## src/rtl/angle_latch_pkg.sv

```systemverilog
package angle_latch_pkg;
  localparam int ANGLE_W_DEF = 14;
  localparam int SETTLE_DEF  = 4;
  localparam int N_CH        = 2;

  typedef enum logic {
    CH_A = 1'b0,
    CH_B = 1'b1
  } chan_e;
endpackage

```

## src/rtl/angle_chan_hold.sv

```systemverilog
module angle_chan_hold #(
  parameter int ANGLE_W = 14
) (
  input  logic               clk_i,
  input  logic               rst_ni,
  input  logic               freeze_i,
  input  logic               upd_i,
  input  logic [ANGLE_W-1:0] word_i,
  output logic [ANGLE_W-1:0] word_o
);
  logic [ANGLE_W-1:0] lat_q, pend_q;
  logic               pend_v_q;

  always_ff @(posedge clk_i or negedge rst_ni) begin
    if (!rst_ni) begin
      lat_q    <= '0;
      pend_q   <= '0;
      pend_v_q <= 1'b0;
    end else if (freeze_i) begin
      if (upd_i) begin
        pend_q   <= word_i;
        pend_v_q <= 1'b1;
      end
    end else if (upd_i) begin
      // fresh word beats a stale pending one
      lat_q    <= word_i;
      pend_v_q <= 1'b0;
    end else if (pend_v_q) begin
      lat_q    <= pend_q;
      pend_v_q <= 1'b0;
    end
  end

  assign word_o = lat_q;
endmodule

```

## src/rtl/angle_settle_timer.sv

```systemverilog
module angle_settle_timer #(
  parameter int SETTLE_CYC = 4
) (
  input  logic clk_i,
  input  logic rst_ni,
  input  logic oe_ni,
  input  logic sel_i,
  output logic valid_o
);
  localparam int CNT_W = $clog2(SETTLE_CYC + 1);
  localparam logic [CNT_W-1:0] LIMIT = CNT_W'(SETTLE_CYC);
  localparam logic [CNT_W-1:0] ONE   = CNT_W'(1);

  logic [CNT_W-1:0] cnt_q;
  logic             sel_q;
  logic             sel_moved;

  assign sel_moved = (sel_i != sel_q);

  always_ff @(posedge clk_i or negedge rst_ni) begin
    if (!rst_ni) begin
      cnt_q <= '0;
      sel_q <= 1'b0;
    end else begin
      sel_q <= sel_i;
      if (oe_ni)               cnt_q <= '0;
      else if (sel_moved)      cnt_q <= ONE;
      else if (cnt_q != LIMIT) cnt_q <= cnt_q + ONE;
    end
  end

  assign valid_o = !oe_ni && !sel_moved && (cnt_q == LIMIT);
endmodule

```

## src/rtl/dual_angle_latch.sv

```systemverilog
module dual_angle_latch
  import angle_latch_pkg::*;
#(
  parameter int ANGLE_W    = ANGLE_W_DEF,
  parameter int SETTLE_CYC = SETTLE_DEF
) (
  input  logic               clk_i,
  input  logic               rst_ni,
  input  logic               upd_a_i,
  input  logic [ANGLE_W-1:0] angle_a_i,
  input  logic               upd_b_i,
  input  logic [ANGLE_W-1:0] angle_b_i,
  input  logic               sel_i,
  input  logic               oe_ni,
  output logic [ANGLE_W-1:0] data_o,
  output logic               drive_en_o,
  output logic               valid_o
);
  logic [ANGLE_W-1:0] word_in  [N_CH];
  logic [ANGLE_W-1:0] word_lat [N_CH];
  logic               upd      [N_CH];
  chan_e              sel_ch;

  assign sel_ch     = chan_e'(sel_i);
  assign word_in[0] = angle_a_i;
  assign word_in[1] = angle_b_i;
  assign upd[0]     = upd_a_i;
  assign upd[1]     = upd_b_i;

  for (genvar c = 0; c < N_CH; c++) begin : g_ch
    logic frz;
    assign frz = !oe_ni && (sel_ch == chan_e'(c));
    angle_chan_hold #(.ANGLE_W(ANGLE_W)) u_hold (
      .clk_i    (clk_i),
      .rst_ni   (rst_ni),
      .freeze_i (frz),
      .upd_i    (upd[c]),
      .word_i   (word_in[c]),
      .word_o   (word_lat[c])
    );
  end

  angle_settle_timer #(.SETTLE_CYC(SETTLE_CYC)) u_timer (
    .clk_i   (clk_i),
    .rst_ni  (rst_ni),
    .oe_ni   (oe_ni),
    .sel_i   (sel_i),
    .valid_o (valid_o)
  );

  assign data_o     = (sel_ch == CH_B) ? word_lat[1] : word_lat[0];
  assign drive_en_o = !oe_ni;
endmodule

```

## config.mk

```make
export PLATFORM = sky130hd
export DESIGN_NAME = dual_angle_latch
export DESIGN_NICKNAME = d
export VERILOG_FILES = /design/src/rtl/angle_latch_pkg.sv /design/src/rtl/angle_chan_hold.sv /design/src/rtl/angle_settle_timer.sv /design/src/rtl/dual_angle_latch.sv
export SDC_FILE = /design/constraint.sdc
export NUM_CORES = 1
export LEC_CHECK = 0
export BUFFER_PORTS_ARGS = -buffer_cell sky130_fd_sc_hd__buf_2
export CORE_UTILIZATION = 45
export CTS_BUF_LIST = sky130_fd_sc_hd__clkbuf_2
export CTS_CLUSTER_DIAMETER = 30
export DETAILED_ROUTE_END_ITERATION = 10
export HOLD_SLACK_MARGIN = 0.1
export PLACE_DENSITY = 0.66
export SLEW_MARGIN = 10
export SYNTH_ARGS = -nofsm -noshare
export SYNTH_HDL_FRONTEND = slang
export SYNTH_SLANG_ARGS = --single-unit
export TNS_END_PERCENT = 30
```

## constraint.sdc

```tcl
create_clock -name clk_i -period 2.1 [get_ports clk_i]
set_clock_uncertainty 0.1 [all_clocks]
set_input_delay 0.315 -clock clk_i [delete_from_list [all_inputs] [get_ports clk_i]]
set_output_delay 0.315 -clock clk_i [all_outputs]
set_load 0.1 [all_outputs]
```

[Yosys cells after proc, flatten, opt, wreduce, memory -nomap -nowiden]
Index checks and enable logic that the tools add are counted.
Cells by class
  add/sub/neg operators: 1
  equal/unequal tests: 5
  bitwise gates (word level): 3
  reductions and logical operators: 13
  muxes and demuxes: 12
Operators by type and width (count)
  14-bit two-way mux: 5
  3-bit two-way mux: 3
  2-bit AND reduction: 4
  1-bit logical AND: 4
  1-bit two-way mux: 4
  2-bit != test, second input constant: 2
  2-bit nonzero test: 2
  3-bit by 1-bit adder with 3-bit output, second input constant: 1
  3-bit equality test, second input constant: 1
  3-bit != test, second input constant: 1
  1-bit inverter: 3
  3-bit nonzero test: 1
  1-bit zero test: 2
  1-bit != test: 1
Storage, ports and cells
  word-level logic and storage cells: 42
  register bits after elaboration: 62
  output and inout port bits: 16
  bits of input ports: 34

[Logic depth before layout (Yosys ltp)]
  depth after elaboration: 4
  mapped depth: 5
  mapped depth without buffers: 5

[Cells and area by module]
From an unflattened synthesis, not the netlist that was laid out.
Unflattened totals
  cell total of the unflattened synthesis: 239
  area, all modules: 2939.1 sq um
By module, submodules not included
  angle_chan_hold: area each 1237.4 sq um, times used 2, cells an instance 99, seq. area each 725.7 sq um
  dual_angle_latch: area each 232.7 sq um, times used 1, cells an instance 19, seq. area each 0.0 sq um
  angle_settle_timer: area each 231.5 sq um, times used 1, cells an instance 22, seq. area each 100.1 sq um

[Worst setup path before layout]
OpenSTA, ideal clock, no wires.
  kind: input -> output
  start point: in oe_ni
  end point: out valid_o
  data arrival time: 2404 ps
  stages: 3
  buffers on the path: 0
  data required time: 1685 ps
  setup slack: -719 ps
  cell sequence: inv_1 -> nand2_1 -> nor2_1
On the way
  word-level cells in the longest chain between the ends: 3
Ends and longest elaborated chain
  start: declaration: RTL line dual_angle_latch.sv:14  | input logic oe_ni,
  1-bit zero test: RTL line angle_settle_timer.sv:32  | assign valid_o = !oe_ni && !sel_moved && (cnt_q == LIMIT);
  1-bit logical AND (2 in series): RTL line angle_settle_timer.sv:32
  end: declaration: RTL line dual_angle_latch.sv:17  | output logic valid_o
No other way between the ends.

[Worst setup path after layout]
Same ends and word-level chain as after synthesis.

==> run_results.csv <==
group,metric,value,unit
power,internal_power,0.002228,W
final_layout,fill_cells,505,
die,die_height,83.06,um
final_layout,syn2layout_area_growth,26.53,%
die,start_util,46.56,%
setup_path,path_class,"primary input to primary output",
timing,rsz0062_at_grt,"no",
logic_synthesis,yosys_register_bits,62,
die,chipWidth,83.06,um
die,ios,50,
die,rows,29,
timing,maxSlewViolCount,0,
final_layout,multi_input_area,0.001319,sq mm
clock_network,clockRootBuffer,"clkbuf_2",
setup_path,cp.required,1.68,ns
min_path,hold_depth,3,
detailed_routing,detail_route.first_pass.iterations,4,
grt,grt_pass1_vias,1880,
setup_path,crit_arrival,1.58,ns
logic_synthesis,syn_inst,212,
logic_synthesis,synthTopCellsByArea,"dfrtp_1 (52%), mux2_2 (19%), mux2_4 (10%)",
logic_synthesis,synth-seq-area-share,52.48,%
die,die_area,0.006898,sq mm
setup_path,reg2regPathDepth,2,
placed_design,placed_cell_area,0.003274,sq mm
setup_path,crit_buf_inv,4,
grt,grt_max_degree,39,
logic_synthesis,synth_cell_types,23,
detailed_routing,vias,1823,
power,switching_share,35.62,%
placed_design,dp.final_hpwl,3651,um
detailed_routing,wl_per_cell,14.11,um
final_layout,postLayoutCoreUtil,58.92,%
final_layout,drive_gt1_share,48.84,%
clock_network,cts_tree,"built",
power,powerDensity,925.0,mW/mm^2
final_layout,register_area,0.001551,sq mm
clock_network,cts_sinks,62,
logic_synthesis,syn_avg_cell_area,13.95,sq um
timing,worstMarginPinSlew,0.8629,ns
final_layout,antennaDiodeCount,0,
power,seq_power_share,44.1,%
timing,finalSetupViolations,0,
detailed_routing,wl,5360,um
setup_path,crit_family,"buffers and inverters",
timing,period_share,95.23,%
placed_design,io_buffers,49,
setup_path,cp_cell_sequence,"dlygate4sd3_1, buf_2, clkinvlp_4, nand2_1, nor2_4, buf_12",
final_layout,final_area,0.003741,sq mm
detailed_routing,drt-initial-drc-count,43,
outcome,status,"finished clean",
clock_network,cts_buffer_depth,2,
clock_network,clkTransAtPathRegs,0.15,ns
setup_path,critPathCaptureType,"primary output",
power,p_comb_share,32.7,%
final_layout,layout_common_cells,"dfrtp_1 (62), mux2_2 (50), buf_2 (48), dlygate4sd3_1 (32), mux2_4 (20)",
logic_synthesis,syn-num-nets,248,
power,power.leakage,1.781,nW
grt,grt_use_total,16.95,%
power,p_switching,0.001233,W
clock_network,htree_levels,3,
setup_path,path_depth,6,
timing,period_needed,2.000,ns
timing,hold_viol,0,
power,vdd_drop_max,0.4433,mV
min_path,hp-class,"primary input to register",
grt,overflow,0,
job,maxCapViolCount,0,
detailed_routing,detail-route-antenna-nets,0,
grt,antenna_found_initial,0,
placed_design,dp_slack,0.2208,ns
final_layout,final_common_cell,"dfrtp_1",
detailed_routing,vias_per_cell,4.797,
clock_network,clock_latency,0.46,ns
timing,clock.fmax,0.5000,GHz
clock_network,cts_buffers,9,
timing,setup-tns-final,0,ns
setup_path,crit_slowest_cell,"dlygate4sd3_1",
logic_synthesis,yosysWarnings,0,
detailed_routing,remaining_drc_errors,0,
setup_path,worstSetupStartpointType,"primary input",
timing,layout_setup_ws,0.1002,ns
power,clock_power_share,23.2,%
setup_path,slowest_delay,0.52,ns
logic_synthesis,syn_area,0.002957,sq mm
die,core,0.006350,sq mm
grt,grt_pass1_wl,9121,um
final_layout,nNetsFinal,334,
placed_design,gp_congestion,0.6938,
logic_synthesis,synth_area_leader_cell,"dfrtp_1",
logic_synthesis,synth.top_cell.area_share,52.48,%
setup_path,path_max_fanout,6,
timing,slew_headroom,42.48,%
[routing by layer]
layer	vias up	wire length [um]	part of all wire [%]	track usage (%)
met3	11	119	2.2	3.380
met2	30	2430	45	25.86
met4	0	105	2.0	8.307
met1	866	2705	50	23.16
met5	-	0	0	0
li1	916	-	-	-
[kinds of logic (layout without fill, tap and decap cells)]
logic type      Yosys count  in the layout  synth area share, %
compound gates           17             17                3.132
xor+xnor                  2              2               0.5926
fa+ha+maj                 2              2               0.8462
buf+inv                  14            105                3.512
flops                    62             62                52.48
mux                      84             84                33.94
simple gates             31             31                5.501
[area by class of cell]
cell class,count,share of cell area (%)
well taps,77,2.575
multi-input cells,136,35.25
clock buffers,11,1.472
repair buffers,86,16.86
clock inverters,5,1.973
flip-flops and latches,62,41.47
inverters,3,0.4013
[power groups by stage]
stage	clock [W]	combinational (W)	sequential [W]
after floorplan	0	0.000925	0.00151
after global placement	0	0.00108	0.00154
after detailed placement	0	0.00109	0.00155
after CTS	0.000834	0.00114	0.00153
after global routing	0.000887	0.00120	0.00156
final	0.000802	0.00113	0.00153
[registers in the layout, summed over array words and instances, names as in the netlist]
name and cells:
g_ch.u_hold.pend_q 28, g_ch.u_hold.pend_v_q 2, u_timer.cnt_q 3, u_timer.sel_q 1, g_ch.u_hold.word_o 28
[path summary, 6_finish.rpt]
check / startpoint / end / slack (ns)
min in group asynchronous: rst_ni / g_ch[1].u_hold.pend_q[8] / 0.26
min: upd_a_i / g_ch[0].u_hold.pend_v_q / 0.15
max in group asynchronous: rst_ni / g_ch[0].u_hold.pend_q[7] / 1.02
min reg2reg: g_ch[0].u_hold.word_o[5] / g_ch[0].u_hold.word_o[5] / 0.39
max reg2reg: g_ch[0].u_hold.pend_v_q / g_ch[0].u_hold.word_o[11] / 0.57
max: oe_ni / valid_o / 0.10
[cells in the mapped netlist, drive strengths merged]
cell,number
mux2,70
dfrtp,62
nand2,19
mux2i,14
o21ai,14
buf,11
nor2,6
inv,3
a21oi,2
ha,2
nor2b,2
nor3,2
xnor2,2
nand3,1
nor3b,1
o22ai,1
[tightest hold or removal path, stage by stage]
cell and delay, ns:
buf_2 0.19, nor2_1 0.13, nor3_1 0.05
[stage by stage]
step / cells / hold WS (ns) / power [W]
6_report: 380 / 0.1533 / 0.003461
2_1_floorplan: 212 / -0.08059 / 0.002434
3_3_place_gp: 331 / 0.2528 / 0.002618
3_5_place_dp: 331 / 0.2647 / 0.002638
5_1_grt: 380 / 0.1142 / 0.003641
4_1_cts: 380 / 0.1101 / 0.003501
[what timing repair did]
action                                  CTS  global route
endpoints found under the setup margin    1             1
hold buffers                             32             0
hold endpoints to repair                 79             0
pin swaps                                 0             0
buffers inserted                          1             0
resized for setup                         0             2
Note: power is estimated with default switching activity, not from simulation.
